===== src/rtl/hws_pkg.sv =====
package hws_pkg;
  typedef enum logic [1:0] {
    ST_RUN    = 2'd0,
    ST_HALT   = 2'd1,
    ST_SETTLE = 2'd2
  } hws_state_e;

  typedef enum logic [1:0] {
    EXIT_RESUME = 2'd0,
    EXIT_VECTOR = 2'd1,
    EXIT_WARM   = 2'd2,
    EXIT_FULL   = 2'd3
  } hws_exit_e;
endpackage


===== src/rtl/hws_pa_edge.sv =====
// Port-A falling-edge detector: two-flop synchronizer plus edge register per pin.
module hws_pa_edge #(
  parameter int PA_W = 8
) (
  input  logic            clk,
  input  logic            rst,
  input  logic [PA_W-1:0] pin_i,
  output logic [PA_W-1:0] fall_o
);
  logic [PA_W-1:0] meta_q, sync_q, prev_q;

  for (genvar b = 0; b < PA_W; b++) begin : g_bit
    always_ff @(posedge clk) begin
      if (rst) begin
        meta_q[b] <= 1'b1;
        sync_q[b] <= 1'b1;
        prev_q[b] <= 1'b1;
      end else begin
        meta_q[b] <= pin_i[b];
        sync_q[b] <= meta_q[b];
        prev_q[b] <= sync_q[b];
      end
    end
    assign fall_o[b] = prev_q[b] & ~sync_q[b];
  end
endmodule


===== src/rtl/hws_wake_arb.sv =====
// Picks the wake source with the highest rank and forms the exit action.
module hws_wake_arb
  import hws_pkg::*;
#(
  parameter int N_IRQ = 4,
  parameter int PA_W  = 8
) (
  input  logic             ext_rst_i,
  input  logic             wdt_ovf_i,
  input  logic [N_IRQ-1:0] irq_new_i,
  input  logic [N_IRQ-1:0] irq_en_i,
  input  logic             stack_full_i,
  input  logic [PA_W-1:0]  pa_fall_i,
  input  logic [PA_W-1:0]  pa_en_i,
  output logic             wake_o,
  output hws_exit_e        code_o
);
  logic irq_any, irq_vec, pa_any;

  always_comb begin
    irq_any = |irq_new_i;
    irq_vec = (|(irq_new_i & irq_en_i)) & ~stack_full_i;
    pa_any  = |(pa_fall_i & pa_en_i);
    wake_o  = ext_rst_i | wdt_ovf_i | irq_any | pa_any;
    if (ext_rst_i)      code_o = EXIT_FULL;
    else if (wdt_ovf_i) code_o = EXIT_WARM;
    else if (irq_vec)   code_o = EXIT_VECTOR;
    else                code_o = EXIT_RESUME;
  end
endmodule


===== src/rtl/hws_settle_cnt.sv =====
// Counts the settling period; done_o marks its last cycle.
module hws_settle_cnt #(
  parameter int SETTLE_CYC = 1024
) (
  input  logic clk,
  input  logic rst,
  input  logic start_i,
  output logic done_o
);
  localparam int CW = (SETTLE_CYC > 1) ? $clog2(SETTLE_CYC) : 1;
  localparam logic [CW-1:0] LAST = CW'(SETTLE_CYC - 1);

  logic [CW-1:0] cnt_q;
  logic          run_q;

  always_ff @(posedge clk) begin
    if (rst) begin
      cnt_q <= '0;
      run_q <= 1'b0;
    end else if (start_i) begin
      cnt_q <= '0;
      run_q <= 1'b1;
    end else if (run_q) begin
      if (cnt_q == LAST) begin
        run_q <= 1'b0;
        cnt_q <= '0;
      end else begin
        cnt_q <= cnt_q + 1'b1;
      end
    end
  end

  assign done_o = run_q && (cnt_q == LAST);

  AST_NO_RESTART: assert property (@(posedge clk) disable iff (rst)
    start_i |-> !run_q);
endmodule


===== src/rtl/halt_wake_seq.sv =====
module halt_wake_seq
  import hws_pkg::*;
#(
  parameter int N_IRQ      = 4,
  parameter int PA_W       = 8,
  parameter int SETTLE_CYC = 1024
) (
  input  logic             clk,
  input  logic             rst,
  input  logic             halt_req,
  input  logic             ext_rst_req,
  input  logic             wdt_ovf,
  input  logic [N_IRQ-1:0] irq_flags,
  input  logic [N_IRQ-1:0] irq_en,
  input  logic             stack_full,
  input  logic [PA_W-1:0]  pa_in,
  input  logic [PA_W-1:0]  pa_wake_en,
  output logic             clk_en,
  output logic             core_hold,
  output logic             exit_valid,
  output logic [1:0]       exit_code
);
  hws_state_e      state_q;
  logic [N_IRQ-1:0] mask_q;
  hws_exit_e       code_q;
  logic [PA_W-1:0] pa_fall;
  logic            wake;
  hws_exit_e       wake_code;
  logic            settle_done;
  logic            halting, waking;

  hws_pa_edge #(.PA_W(PA_W)) u_edge (
    .clk    (clk),
    .rst    (rst),
    .pin_i  (pa_in),
    .fall_o (pa_fall)
  );

  hws_wake_arb #(.N_IRQ(N_IRQ), .PA_W(PA_W)) u_arb (
    .ext_rst_i    (ext_rst_req),
    .wdt_ovf_i    (wdt_ovf),
    .irq_new_i    (irq_flags & ~mask_q),
    .irq_en_i     (irq_en),
    .stack_full_i (stack_full),
    .pa_fall_i    (pa_fall),
    .pa_en_i      (pa_wake_en),
    .wake_o       (wake),
    .code_o       (wake_code)
  );

  assign halting = (state_q == ST_RUN) && halt_req;
  assign waking  = (state_q == ST_HALT) && wake;

  hws_settle_cnt #(.SETTLE_CYC(SETTLE_CYC)) u_cnt (
    .clk     (clk),
    .rst     (rst),
    .start_i (waking),
    .done_o  (settle_done)
  );

  always_ff @(posedge clk) begin
    if (rst) begin
      state_q    <= ST_RUN;
      mask_q     <= '0;
      code_q     <= EXIT_RESUME;
      clk_en     <= 1'b1;
      core_hold  <= 1'b0;
      exit_valid <= 1'b0;
      exit_code  <= 2'd0;
    end else begin
      exit_valid <= 1'b0;
      exit_code  <= 2'd0;
      unique case (state_q)
        ST_RUN: if (halting) begin
          state_q   <= ST_HALT;
          mask_q    <= irq_flags;
          clk_en    <= 1'b0;
          core_hold <= 1'b1;
        end
        ST_HALT: if (waking) begin
          state_q <= ST_SETTLE;
          code_q  <= wake_code;
          clk_en  <= 1'b1;
        end
        ST_SETTLE: if (settle_done) begin
          state_q    <= ST_RUN;
          core_hold  <= 1'b0;
          exit_valid <= 1'b1;
          exit_code  <= code_q;
        end
        default: state_q <= ST_RUN;
      endcase
    end
  end

  AST_HALT_GATES: assert property (@(posedge clk) disable iff (rst)
    (state_q == ST_RUN && halt_req) |=> (!clk_en && core_hold));
  AST_HOLD_WHEN_GATED: assert property (@(posedge clk) disable iff (rst)
    !clk_en |-> core_hold);
  AST_EXIT_ONE_CYCLE: assert property (@(posedge clk) disable iff (rst)
    exit_valid |=> !exit_valid);
  AST_EXIT_RELEASES: assert property (@(posedge clk) disable iff (rst)
    exit_valid |-> (clk_en && !core_hold));
  AST_FULL_FIRST: assert property (@(posedge clk) disable iff (rst)
    (state_q == ST_HALT && ext_rst_req) |=> (state_q == ST_SETTLE && code_q == EXIT_FULL));
  AST_WARM_CODE: assert property (@(posedge clk) disable iff (rst)
    (state_q == ST_HALT && wdt_ovf && !ext_rst_req) |=> (code_q == EXIT_WARM));
endmodule


===== config.mk =====
export PLATFORM = sky130hd
export DESIGN_NAME = halt_wake_seq
export DESIGN_NICKNAME = d
export VERILOG_FILES = /design/src/rtl/hws_pkg.sv /design/src/rtl/hws_pa_edge.sv /design/src/rtl/hws_wake_arb.sv /design/src/rtl/hws_settle_cnt.sv /design/src/rtl/halt_wake_seq.sv
export SDC_FILE = /design/constraint.sdc
export NUM_CORES = 1
export LEC_CHECK = 0
export ABC_AREA = 1
export BUFFER_PORTS_ARGS = -buffer_cell sky130_fd_sc_hd__buf_2
export CAP_MARGIN = 10
export CORE_MARGIN = 2
export CORE_UTILIZATION = 32
export CTS_CLUSTER_SIZE = 24
export DETAILED_ROUTE_END_ITERATION = 10
export HOLD_SLACK_MARGIN = 0.03
export PLACE_DENSITY = 0.5
export SLEW_MARGIN = 20
export SYNTH_ARGS = -nofsm -noshare
export SYNTH_HDL_FRONTEND = slang
export SYNTH_SLANG_ARGS = --single-unit

===== constraint.sdc =====
create_clock -name clk -period 3.84 [get_ports clk]
set_clock_uncertainty 0.1 [all_clocks]
set_input_delay 0.384 -clock clk [delete_from_list [all_inputs] [get_ports clk]]
set_output_delay 0.384 -clock clk [all_outputs]
set_load 0.02 [all_outputs]

==> metrics.txt, run 1 <==
# TYPE chip_impl_metric gauge
chip_impl_metric{name="synthesis.area_per_instance",unit="µm²"} 8.52
chip_impl_metric{name="first_pass_iteration_count_of_the_detailed_router",unit=""} 4
chip_impl_info{name="run_status",value="finished clean"} 1
chip_impl_metric{name="final_nets",unit=""} 282
chip_impl_metric{name="start_util",unit="%"} 33.1
chip_impl_metric{name="syn-num-nets",unit=""} 245
chip_impl_metric{name="post_synth_num_cell_types",unit=""} 26
chip_impl_metric{name="final_cell_area",unit="mm²"} 0.00218
chip_impl_info{name="synth_area_leaders",value="dfxtp_1, nand2_1, nand3_1"} 1
chip_impl_info{name="endpoint_kind_of_the_worst_setup_timing_path",value="flop"} 1
chip_impl_info{name="tritoncts",value="done"} 1
chip_impl_info{name="hold_path_class",value="input pin to flop"} 1
chip_impl_metric{name="maxCapViolations",unit=""} 0
chip_impl_metric{name="synth.yosys.seq_area_share",unit="%"} 52.7
chip_impl_metric{name="netlist_area",unit="mm²"} 0.00182
chip_impl_metric{name="floorplan.die.width",unit="µm"} 79.5
chip_impl_metric{name="worst_path_largest_cell_delay",unit="ns"} 0.37
chip_impl_metric{name="synth_top_area_share",unit="%"} 52.7
chip_impl_metric{name="core_area",unit="mm²"} 0.00551
chip_impl_metric{name="max_root_sink_buffers",unit=""} 2
chip_impl_info{name="rsz0062_at_grt",value="no"} 1
chip_impl_metric{name="fp.dieH",unit="µm"} 79.5
chip_impl_metric{name="post-cts-setup-buffer-count",unit=""} 0
chip_impl_metric{name="timing_worst_slew_pin_value",unit="ns"} 0.501
chip_impl_metric{name="period_needed",unit="ns"} 1.53
chip_impl_metric{name="ys_warn_count",unit=""} 0
chip_impl_metric{name="total_leakage_power",unit="nW"} 0.983
chip_impl_metric{name="crit_required",unit="ns"} 3.91
chip_impl_metric{name="grt_pass1_wl",unit="mm"} 5.30
chip_impl_metric{name="route.final.wire_length",unit="mm"} 3.12
chip_impl_metric{name="clock_insertion_delay_worst_skew",unit="ns"} 0.29
chip_impl_metric{name="half_perimeter_wire_length_after_placement",unit="mm"} 2.32
chip_impl_metric{name="irDropWorstVdd",unit="mV"} 0.210
chip_impl_metric{name="total_power_per_unit_cell_area",unit="mW/mm²"} 439
chip_impl_metric{name="drt_first_iter_violations",unit=""} 42
chip_impl_metric{name="post_dp_cell_area",unit="mm²"} 0.00207
chip_impl_metric{name="clock-sinks",unit=""} 48
chip_impl_metric{name="number_of_pins_with_negative_max_slew_slack_in_the_final_report",unit=""} 0
chip_impl_metric{name="design.die.area",unit="mm²"} 0.00632
chip_impl_metric{name="vias_in_the_first_global_route",unit=""} 1209
chip_impl_metric{name="h-tree-depth",unit=""} 2
chip_impl_metric{name="postSynthRegisterBits",unit=""} 48
chip_impl_info{name="cts-root-buf",value="clkbuf_8"} 1
chip_impl_metric{name="period_share",unit="%"} 39.8
chip_impl_metric{name="share_of_final_layout_standard_cells_stronger_than_drive_strength_1",unit="%"} 30.2
chip_impl_metric{name="std_cell_rows",unit=""} 27
chip_impl_metric{name="ant_nets",unit=""} 0
chip_impl_info{name="yosysTopAreaCell",value="dfxtp_1"} 1
chip_impl_metric{name="cts-buffers-inserted",unit=""} 5
chip_impl_metric{name="post_cts.resized_instances",unit=""} 0
chip_impl_metric{name="syn2layout_area_growth",unit="%"} 19.3
chip_impl_metric{name="numPortBuffers",unit=""} 34
chip_impl_metric{name="vias",unit=""} 1335
chip_impl_metric{name="vias_per_cell",unit=""} 4.12
chip_impl_metric{name="place.gp.congestion",unit=""} 0.746
chip_impl_metric{name="fillerInstances",unit=""} 586
chip_impl_info{name="ys.flop_type",value="dfxtp_1"} 1
chip_impl_metric{name="maxClockFrequency",unit="MHz"} 655
chip_impl_metric{name="arrival",unit="ns"} 1.60
chip_impl_info{name="worst_path_max_delay_cell",value="dfxtp_1"} 1
chip_impl_metric{name="detail_route.wl_per_cell",unit="µm"} 9.62
chip_impl_metric{name="insertedDiodeCount",unit=""} 0
chip_impl_metric{name="crit_buf_inv",unit=""} 0
chip_impl_metric{name="setup_viols_final",unit=""} 0
chip_impl_metric{name="total_power_consumption",unit="mW"} 0.955
chip_impl_metric{name="timing.setup.tns",unit="ns"} 0
chip_impl_metric{name="detail_route.drc_violations",unit=""} 0
chip_impl_metric{name="reg2reg_setup_slack",unit="ns"} 2.31
chip_impl_metric{name="gr-total-overflow",unit=""} 0
chip_impl_metric{name="synth_enable_flop_cells",unit=""} 0
chip_impl_info{name="cp_startpoint_kind",value="flop"} 1
chip_impl_metric{name="cts-hold-fix-buffers",unit=""} 0
chip_impl_metric{name="io_pins",unit=""} 35
chip_impl_info{name="cpLargestDelayFamily",value="simple AND/OR/NAND/NOR gates"} 1
chip_impl_metric{name="asyncSetResetFlopFracSynth",unit="%"} 0
chip_impl_info{name="path_cells",value="ha_1 > nand3_2 > nor2_4 > nand3_4 > nand3b_4 > nand2_1 > a21oi_1"} 1
chip_impl_info{name="setup.worst_path.class",value="flop to flop"} 1
chip_impl_metric{name="clk_transition_reported_paths",unit="ns"} 0.08
chip_impl_metric{name="slew-limit-headroom",unit="%"} 66.6
chip_impl_info{name="synth_most_common_cell",value="dfxtp_1"} 1
chip_impl_metric{name="grt.total_usage",unit="%"} 11.0
chip_impl_metric{name="netlist_instances",unit=""} 214
chip_impl_metric{name="largest_net_degree_at_the_start_of_global_routing",unit=""} 25
chip_impl_metric{name="hold_violations_final",unit=""} 0
chip_impl_metric{name="peak_fanout_along_the_critical_path",unit=""} 5
chip_impl_metric{name="grt_antenna_before_repair",unit=""} 0
chip_impl_metric{name="finish.utilization",unit="%"} 39.5
chip_impl_info{name="yosys-top-cells-count",value="dfxtp_1, nand2_1, inv_1"} 1
layout by cell type (no fill, tap or decap), types with 2 or more instances in the layout:
cell type / count
xor2_1: 5
nor2_1: 22
a21oi_2: 2
nand2_2: 3
clkbuf_8: 5
nand3_2: 2
dfxtp_1: 48
inv_1: 25
buf_2: 34
nand3_1: 22
nor3_2: 2
o21ai_0: 6
nor2_2: 3
nand4_1: 2
nand2_1: 34
or2_2: 17
a21oi_1: 8
power breakdown:
part | internal (mW) | switching, mW
clock network | 0.193 | 0.157
logic | 0.0324 | 0.0452
registers | 0.518 | 0.00806
total | 0.744 | 0.211
metal layers:
metal / up-vias / GRT usage [%] / part of all wire [%]
met3: 4 / 3.85 / 6.4
li1: 742 / - / -
met5: - / 0 / 0
met4: 0 / 5.69 / 1.7
met1: 558 / 14.3 / 51
met2: 31 / 16.0 / 41
metrics by stage:
step	worst slack (ns)	cells	hold slack, ns
5_1_grt	2.22	324	0.143
3_5_place_dp	2.15	316	0.293
6_report	2.31	324	0.163
4_1_cts	2.31	324	0.152
3_3_place_gp	2.20	316	0.291
2_1_floorplan	2.46	214	0.289
kinds of logic after synthesis:
group / synth area share, %
buf+inv: 6.24
flops: 52.7
xor+xnor: 2.40
simple gates: 32.5
fa+ha+maj: 0.686
compound gates: 5.49
path summary, 6_finish.rpt:
path,endpoint,start,depth (start not counted)
max,core_hold,u_cnt.cnt_q[0],7
min,u_edge.meta_q[2],pa_in[2],2
max reg2reg,core_hold,u_cnt.cnt_q[0],7
min reg2reg,u_edge.sync_q[1],u_edge.meta_q[1],1
cell type report:
class	instances	area (µm²)	area share, %
inverter	26	97.6	4.49
tap	72	90.1	4.14
clock buffer	6	72.6	3.34
clock inverter	2	35.0	1.61
sequential	48	961	44.2
timing repair buffer	34	170	7.82
multi-input combinational	136	749	34.4
state kept, by name (all words and copies together), names as in the netlist:
signal	flops
exit_valid	1
u_cnt.cnt_q	10
u_edge.sync_q	8
state_q	2
mask_q	4
u_edge.prev_q	8
code_q	2
core_hold	1
exit_code	2
u_cnt.run_q	1
clk_en	1
u_edge.meta_q	8
No activity file was read; power rests on OpenSTA's default activity.
==> run 2, diff against run 1 <==
--- a/config.mk
+++ b/config.mk
@@ -13,7 +13,7 @@
 export CTS_CLUSTER_SIZE = 24
 export DETAILED_ROUTE_END_ITERATION = 10
 export HOLD_SLACK_MARGIN = 0.03
-export PLACE_DENSITY = 0.5
+export PLACE_DENSITY = 0.52
 export SLEW_MARGIN = 20
 export SYNTH_ARGS = -nofsm -noshare
 export SYNTH_HDL_FRONTEND = slang
==> constraint.sdc (replaced) <==
create_clock -name clk -period 1.3 [get_ports clk]
set_clock_uncertainty 0.1 [all_clocks]
set_input_delay 0.13 -clock clk [delete_from_list [all_inputs] [get_ports clk]]
set_output_delay 0.13 -clock clk [all_outputs]
set_load 0.02 [all_outputs]
==> metrics.txt, run 2 (same netlist as run 1, synthesis figures left out) <==
# TYPE chip_impl_metric gauge
chip_impl_info{name="run_status",value="finished with violations"} 1
chip_impl_info{name="violated_checks",value="negative setup slack"} 1
chip_impl_metric{name="largest_net_degree_at_the_start_of_global_routing",unit=""} 24
chip_impl_metric{name="syn2layout_area_growth",unit="%"} 40.9
chip_impl_metric{name="vias_per_cell",unit=""} 4.13
chip_impl_metric{name="grt_antenna_before_repair",unit=""} 0
chip_impl_info{name="cpLargestDelayFamily",value="simple AND/OR/NAND/NOR gates"} 1
chip_impl_metric{name="period_share",unit="%"} 102
chip_impl_metric{name="maxClockFrequency",unit="MHz"} 752
chip_impl_metric{name="vias_in_the_first_global_route",unit=""} 1386
chip_impl_metric{name="floorplan.die.width",unit="µm"} 79.5
chip_impl_metric{name="fillerInstances",unit=""} 524
chip_impl_metric{name="crit_buf_inv",unit=""} 0
chip_impl_metric{name="clk_transition_reported_paths",unit="ns"} 0.08
chip_impl_metric{name="total_power_per_unit_cell_area",unit="mW/mm²"} 1210
chip_impl_info{name="worst_path_max_delay_cell",value="dfxtp_4"} 1
chip_impl_metric{name="post_route_worst_hold_slack",unit="ns"} 0.0612
chip_impl_metric{name="largest_register_ff_count",unit=""} 10
chip_impl_info{name="cts-root-buf",value="clkbuf_8"} 1
chip_impl_metric{name="fp.dieH",unit="µm"} 79.5
chip_impl_info{name="cp_startpoint_kind",value="flop"} 1
chip_impl_metric{name="timing_worst_slew_pin_value",unit="ns"} 0.371
chip_impl_metric{name="numPortBuffers",unit=""} 34
chip_impl_info{name="setup.worst_path.class",value="flop to flop"} 1
chip_impl_metric{name="detail_route.drc_violations",unit=""} 0
chip_impl_info{name="cp_common_cell",value="nand3_1"} 1
chip_impl_metric{name="number_of_pins_with_negative_max_slew_slack_in_the_final_report",unit=""} 0
chip_impl_info{name="hold_path_class",value="input pin to flop"} 1
chip_impl_info{name="ff_to_ff_end",value="u_cnt.cnt_q[0]"} 1
chip_impl_metric{name="design.die.area",unit="mm²"} 0.00632
chip_impl_metric{name="vias",unit=""} 1490
chip_impl_info{name="tritoncts",value="done"} 1
chip_impl_metric{name="share_of_final_layout_standard_cells_stronger_than_drive_strength_1",unit="%"} 41.9
chip_impl_metric{name="ant_nets",unit=""} 0
chip_impl_metric{name="grt.total_usage",unit="%"} 12.0
chip_impl_metric{name="finish.utilization",unit="%"} 46.7
chip_impl_info{name="rsz0062_at_grt",value="yes"} 1
chip_impl_metric{name="place.gp.congestion",unit=""} 0.712
chip_impl_metric{name="maxCapViolations",unit=""} 0
chip_impl_metric{name="half_perimeter_wire_length_after_placement",unit="mm"} 2.44
chip_impl_metric{name="peak_fanout_along_the_critical_path",unit=""} 3
chip_impl_info{name="mostFrequentLayoutCell",value="dfxtp_1"} 1
chip_impl_metric{name="drt_first_iter_violations",unit=""} 51
chip_impl_metric{name="start_util",unit="%"} 33.1
chip_impl_metric{name="reg2reg_setup_slack",unit="ns"} -0.03
chip_impl_metric{name="register_area",unit="µm²"} 971
chip_impl_metric{name="core_area",unit="mm²"} 0.00551
chip_impl_metric{name="worst_path_largest_cell_delay",unit="ns"} 0.36
chip_impl_metric{name="post_dp_cell_area",unit="mm²"} 0.00228
chip_impl_metric{name="detail_route.wl_per_cell",unit="µm"} 9.38
chip_impl_metric{name="crit_required",unit="ns"} 1.43
chip_impl_metric{name="final_nets",unit=""} 320
chip_impl_metric{name="r2r_cells",unit=""} 7
chip_impl_metric{name="slew-limit-headroom",unit="%"} 75.2
chip_impl_info{name="path_cells",value="ha_4 > nand3_1 > nor2_1 > nand3_1 > nand2_1 > or2_4 > a21oi_2"} 1
chip_impl_metric{name="timing.hold.worst_path_depth",unit=""} 3
chip_impl_metric{name="arrival",unit="ns"} 1.46
chip_impl_metric{name="irDropWorstVdd",unit="mV"} 0.566
chip_impl_metric{name="hold_violations_final",unit=""} 0
chip_impl_metric{name="grt_pass1_wl",unit="mm"} 5.91
chip_impl_metric{name="gr-total-overflow",unit=""} 0
chip_impl_metric{name="std_cell_rows",unit=""} 27
chip_impl_metric{name="h-tree-depth",unit=""} 2
chip_impl_metric{name="first_pass_iteration_count_of_the_detailed_router",unit=""} 4
chip_impl_metric{name="postLayoutSetupSlackWorst",unit="ns"} -0.0292
chip_impl_info{name="regToRegStartpoint",value="u_cnt.cnt_q[0]"} 1
chip_impl_metric{name="insertedDiodeCount",unit=""} 0
chip_impl_info{name="min-delay-start",value="irq_flags[3]"} 1
chip_impl_metric{name="clock_insertion_delay_worst_skew",unit="ns"} 0.29
chip_impl_metric{name="io_pins",unit=""} 35
chip_impl_metric{name="period_needed",unit="ns"} 1.33
chip_impl_metric{name="total_power_consumption",unit="mW"} 3.11
chip_impl_info{name="startpoint",value="u_cnt.cnt_q[0]"} 1
chip_impl_metric{name="clock-sinks",unit=""} 48
chip_impl_info{name="final_cell_mix",value="dfxtp_1, buf_2, nand2_1, buf_4, inv_1"} 1
chip_impl_metric{name="multi_input_area",unit="µm²"} 803
chip_impl_metric{name="setup_viols_final",unit=""} 2
chip_impl_metric{name="timing.setup.tns",unit="ns"} -0.0552
chip_impl_info{name="min_to",value="mask_q[3]"} 1
chip_impl_metric{name="final_cell_area",unit="mm²"} 0.00257
chip_impl_info{name="registers.top_by_ff_count",value="u_cnt.cnt_q"} 1
chip_impl_metric{name="total_leakage_power",unit="nW"} 1.17
chip_impl_info{name="endpoint_kind_of_the_worst_setup_timing_path",value="flop"} 1
chip_impl_metric{name="cts-buffers-inserted",unit=""} 5
chip_impl_metric{name="route.final.wire_length",unit="mm"} 3.39
chip_impl_metric{name="max_root_sink_buffers",unit=""} 2
-- run 2: per-stage QoR --
stage | worst slack (ns) | instances
after detailed placement | -0.0771 | 341
after global placement | -0.0657 | 341
final | -0.0292 | 361
after global routing | -0.107 | 361
after CTS | -0.0607 | 357
after floorplan | -0.0301 | 214
-- run 2: per-layer routing --
metal	global-route usage, %	vias to the layer above	wire (µm)	part of all wire, %
met3	4.52	5	195	5.8
met5	0	-	0	0
li1	-	815	-	-
met1	14.9	635	1680	50
met2	18.6	35	1440	43
met4	5.17	0	70	2.1
-- run 2: worst reg2reg max path: stages (launching register included) --
cell and delay, ns:
dfxtp_4 0.36, ha_4 0.17, nand3_1 0.08, nor2_1 0.05, nand3_1 0.08, nand2_1 0.08
or2_4 0.23, a21oi_2 0.12
-- run 2: power breakdown --
part           internal, mW  total [mW]  switching [mW]
clock network         0.756        1.22           0.459
logic                 0.174       0.335           0.161
registers              1.53        1.55          0.0230
total                  2.46        3.11           0.643
-- run 2: timing repair --
item,CTS,global route
hold buffers,8,0
pin swaps,4,4
buffers inserted,1,4
gates resized for setup,5,11
setup endpoints to repair,15,19
endpoints found under the hold margin,8,0
gates cloned,0,0
-- run 2: worst max path at each step --
stage	endpoint	slack [ns]	depth (start not counted)
floorplan	core_hold	-0.03	7
global placement	u_cnt.cnt_q[9]	-0.07	7
detailed placement	core_hold	-0.08	7
CTS	core_hold	-0.06	7
global route	u_cnt.cnt_q[3]	-0.11	8
finish	u_cnt.cnt_q[0]	-0.03	7
-- run 2: cell type report --
| type | instances | area share, % |
|---|---|---|
| multi-input combinational | 136 | 31.3 |
| sequential | 48 | 37.8 |
| timing repair buffer | 72 | 18.6 |
| tap | 72 | 3.51 |
| clock inverter | 2 | 2.34 |
| clock buffer | 5 | 2.68 |
| inverter | 26 | 3.80 |
==> run 3, diff against run 2 <==
--- a/config.mk
+++ b/config.mk
@@ -13,7 +13,7 @@
 export CTS_CLUSTER_SIZE = 24
 export DETAILED_ROUTE_END_ITERATION = 10
 export HOLD_SLACK_MARGIN = 0.03
-export PLACE_DENSITY = 0.52
+export PLACE_DENSITY = 0.5
 export SLEW_MARGIN = 20
 export SYNTH_ARGS = -nofsm -noshare
 export SYNTH_HDL_FRONTEND = slang
==> constraint.sdc (replaced) <==
create_clock -name clk -period 1.6 [get_ports clk]
set_clock_uncertainty 0.1 [all_clocks]
set_input_delay 0.16 -clock clk [delete_from_list [all_inputs] [get_ports clk]]
set_output_delay 0.16 -clock clk [all_outputs]
set_load 0.02 [all_outputs]
==> metrics.txt, run 3 (same netlist as run 1, synthesis figures left out) <==
# TYPE chip_impl_metric gauge
chip_impl_info{name="run_status",value="finished clean"} 1
chip_impl_metric{name="detail_route.drc_violations",unit=""} 0
chip_impl_metric{name="period_share",unit="%"} 92.9
chip_impl_info{name="cts-root-buf",value="clkbuf_8"} 1
chip_impl_info{name="regToRegStartpoint",value="u_cnt.cnt_q[0]"} 1
chip_impl_metric{name="detail_route.wl_per_cell",unit="µm"} 9.32
chip_impl_metric{name="timing.setup.tns",unit="ns"} 0
chip_impl_metric{name="timing_worst_slew_pin_value",unit="ns"} 0.364
chip_impl_metric{name="grt.total_usage",unit="%"} 11.4
chip_impl_info{name="ff_to_ff_end",value="core_hold"} 1
chip_impl_metric{name="ant_nets",unit=""} 0
chip_impl_info{name="cpLargestDelayFamily",value="simple AND/OR/NAND/NOR gates"} 1
chip_impl_metric{name="total_power_consumption",unit="mW"} 2.21
chip_impl_metric{name="grt_antenna_before_repair",unit=""} 0
chip_impl_metric{name="std_cell_rows",unit=""} 27
chip_impl_metric{name="slew-limit-headroom",unit="%"} 75.7
chip_impl_metric{name="p_int",unit="mW"} 1.69
chip_impl_metric{name="floorplan.die.width",unit="µm"} 79.5
chip_impl_metric{name="maxCapViolations",unit=""} 0
chip_impl_metric{name="total_leakage_power",unit="nW"} 1.02
chip_impl_metric{name="vias",unit=""} 1357
chip_impl_metric{name="clock-sinks",unit=""} 48
chip_impl_metric{name="design.die.area",unit="mm²"} 0.00632
chip_impl_info{name="globalRoute.busiestLayer",value="met2"} 1
chip_impl_metric{name="max_root_sink_buffers",unit=""} 2
chip_impl_metric{name="insertedDiodeCount",unit=""} 0
chip_impl_metric{name="share_of_final_layout_standard_cells_stronger_than_drive_strength_1",unit="%"} 30.5
chip_impl_info{name="final_cell_mix",value="dfxtp_1, nand2_1, buf_2, inv_1"} 1
chip_impl_metric{name="largest_register_ff_count",unit=""} 10
chip_impl_metric{name="numPortBuffers",unit=""} 34
chip_impl_info{name="cp_startpoint_kind",value="flop"} 1
chip_impl_info{name="hold_path_class",value="input pin to flop"} 1
chip_impl_metric{name="vias_per_cell",unit=""} 4.06
chip_impl_metric{name="r2r_cells",unit=""} 7
chip_impl_metric{name="gr-usage-met2",unit="%"} 16.7
chip_impl_metric{name="swShare",unit="%"} 23.6
chip_impl_metric{name="arrival",unit="ns"} 1.55
chip_impl_metric{name="clk_transition_reported_paths",unit="ns"} 0.08
chip_impl_metric{name="globalRouteMet1Util",unit="%"} 15.0
chip_impl_info{name="registers.top_by_ff_count",value="u_cnt.cnt_q"} 1
chip_impl_metric{name="met3_capacity_usage_during_global_routing",unit="%"} 4.52
chip_impl_metric{name="worst_path_largest_cell_delay",unit="ns"} 0.38
chip_impl_metric{name="fp.dieH",unit="µm"} 79.5
chip_impl_metric{name="clock_insertion_delay_worst_skew",unit="ns"} 0.29
chip_impl_metric{name="netSwitchingPower",unit="mW"} 0.521
chip_impl_metric{name="period_needed",unit="ns"} 1.49
chip_impl_metric{name="number_of_pins_with_negative_max_slew_slack_in_the_final_report",unit=""} 0
chip_impl_metric{name="pwr-share-comb",unit="%"} 9.4
chip_impl_metric{name="largest_net_degree_at_the_start_of_global_routing",unit=""} 24
chip_impl_metric{name="place.gp.congestion",unit=""} 0.770
chip_impl_info{name="worst_path_max_delay_cell",value="dfxtp_1"} 1
chip_impl_metric{name="core_area",unit="mm²"} 0.00551
chip_impl_metric{name="h-tree-depth",unit=""} 2
chip_impl_metric{name="setup_viols_final",unit=""} 0
chip_impl_metric{name="drt_first_iter_violations",unit=""} 57
chip_impl_metric{name="maxClockFrequency",unit="MHz"} 673
chip_impl_metric{name="final_nets",unit=""} 292
chip_impl_metric{name="peak_fanout_along_the_critical_path",unit=""} 5
chip_impl_metric{name="total_power_per_unit_cell_area",unit="mW/mm²"} 978
chip_impl_metric{name="crit_buf_inv",unit=""} 0
chip_impl_info{name="rsz0062_at_grt",value="no"} 1
chip_impl_metric{name="crit_required",unit="ns"} 1.67
chip_impl_metric{name="first_pass_iteration_count_of_the_detailed_router",unit=""} 4
chip_impl_metric{name="timing.critical_path.depth",unit=""} 7
chip_impl_metric{name="io_pins",unit=""} 35
chip_impl_metric{name="syn2layout_area_growth",unit="%"} 24.0
chip_impl_metric{name="vias_in_the_first_global_route",unit=""} 1286
chip_impl_metric{name="gr-total-overflow",unit=""} 0
chip_impl_metric{name="route.final.wire_length",unit="mm"} 3.11
chip_impl_info{name="tritoncts",value="done"} 1
chip_impl_metric{name="grt_pass1_wl",unit="mm"} 5.56
chip_impl_metric{name="hold_violations_final",unit=""} 0
chip_impl_metric{name="start_util",unit="%"} 33.1
chip_impl_info{name="setup.worst_path.end",value="core_hold"} 1
chip_impl_info{name="setup.worst_path.class",value="flop to flop"} 1
chip_impl_info{name="mostFrequentLayoutCell",value="dfxtp_1"} 1
chip_impl_info{name="path_cells",value="ha_2 > nand3_2 > nor2_4 > nand3_4 > nand3b_4 > nand2_1 > a21oi_1"} 1
chip_impl_info{name="endpoint_kind_of_the_worst_setup_timing_path",value="flop"} 1
chip_impl_info{name="startpoint",value="u_cnt.cnt_q[0]"} 1
chip_impl_metric{name="irDropWorstVdd",unit="mV"} 0.334
chip_impl_metric{name="reg2reg_setup_slack",unit="ns"} 0.11
chip_impl_metric{name="seq_power_share",unit="%"} 57.1
chip_impl_metric{name="power.share.clock",unit="%"} 33.5
chip_impl_metric{name="half_perimeter_wire_length_after_placement",unit="mm"} 2.30
chip_impl_metric{name="cts-buffers-inserted",unit=""} 5
[run 3: changes by cell type in the layout (fill, tap and decap cells not counted), moves of 2 or more]
cell       before  now
buf_4          29    2
dfxtp_1        42   48
dfxtp_2         5    0
nor2_1         18   22
nor2_2          7    3
bufinv_16       2    0
nand3_1        20   22
[run 3: area by class of cell]
cell class	instances	area, µm²
fillers	548	3240
flip-flops and latches	48	961
multi-input cells	136	752
repair buffers	44	265
inverters	26	97.6
well taps	72	90.1
clock buffers	6	82.6
clock inverters	2	13.8
[run 3: timing repair]
item	CTS	global route
hold endpoints to repair	8	0
hold buffers	8	0
resized for setup	0	1
setup endpoints to repair	0	2
buffers inserted	0	0
[run 3: layer usage]
| layer | routed length, µm | share of wire, % | up-vias |
|---|---|---|---|
| met5 | 0 | 0 | - |
| met3 | 170 | 5.5 | 2 |
| met2 | 1240 | 40 | 30 |
| li1 | - | - | 762 |
| met4 | 34 | 1.1 | 0 |
| met1 | 1670 | 54 | 563 |
[run 3: tightest hold or removal path: cells and delay by family]
kind	cells	cell delay, ns
compound gates	2	0.18
buf+inv	1	0.10
[run 3: worst min path at each step]
stage                       from  cells after the start                to
floorplan               pa_in[0]                      1  u_edge.meta_q[0]
global placement        pa_in[6]                      2  u_edge.meta_q[6]
detailed placement      pa_in[2]                      2  u_edge.meta_q[2]
CTS                 irq_flags[3]                      3         mask_q[3]
global route        irq_flags[2]                      3         mask_q[2]
finish              irq_flags[3]                      3         mask_q[3]
[run 3: power groups by stage]
stage          Combinational (mW)  Clock [mW]  Sequential, mW
4_1_cts                     0.212       0.781            1.26
5_1_grt                     0.238       0.838            1.27
6_report                    0.208       0.742            1.26
3_3_place_gp                0.195           0            1.29
2_1_floorplan               0.118           0            1.29
3_5_place_dp                0.197           0            1.29
[run 3: through the flow]
stage          worst slack, ns  hold WS, ns  util (%)  std cells  instance area (µm²)
2_1_floorplan            0.217        0.164         -        214                 1820
6_report                 0.113       0.0783      41.1        334                 2260
3_5_place_dp             0.110        0.244      37.8        318                 2080
3_3_place_gp             0.158        0.242      37.8        318                 2080
4_1_cts                 0.0811       0.0696      41.0        334                 2260
5_1_grt                0.00121       0.0672      41.1        334                 2260
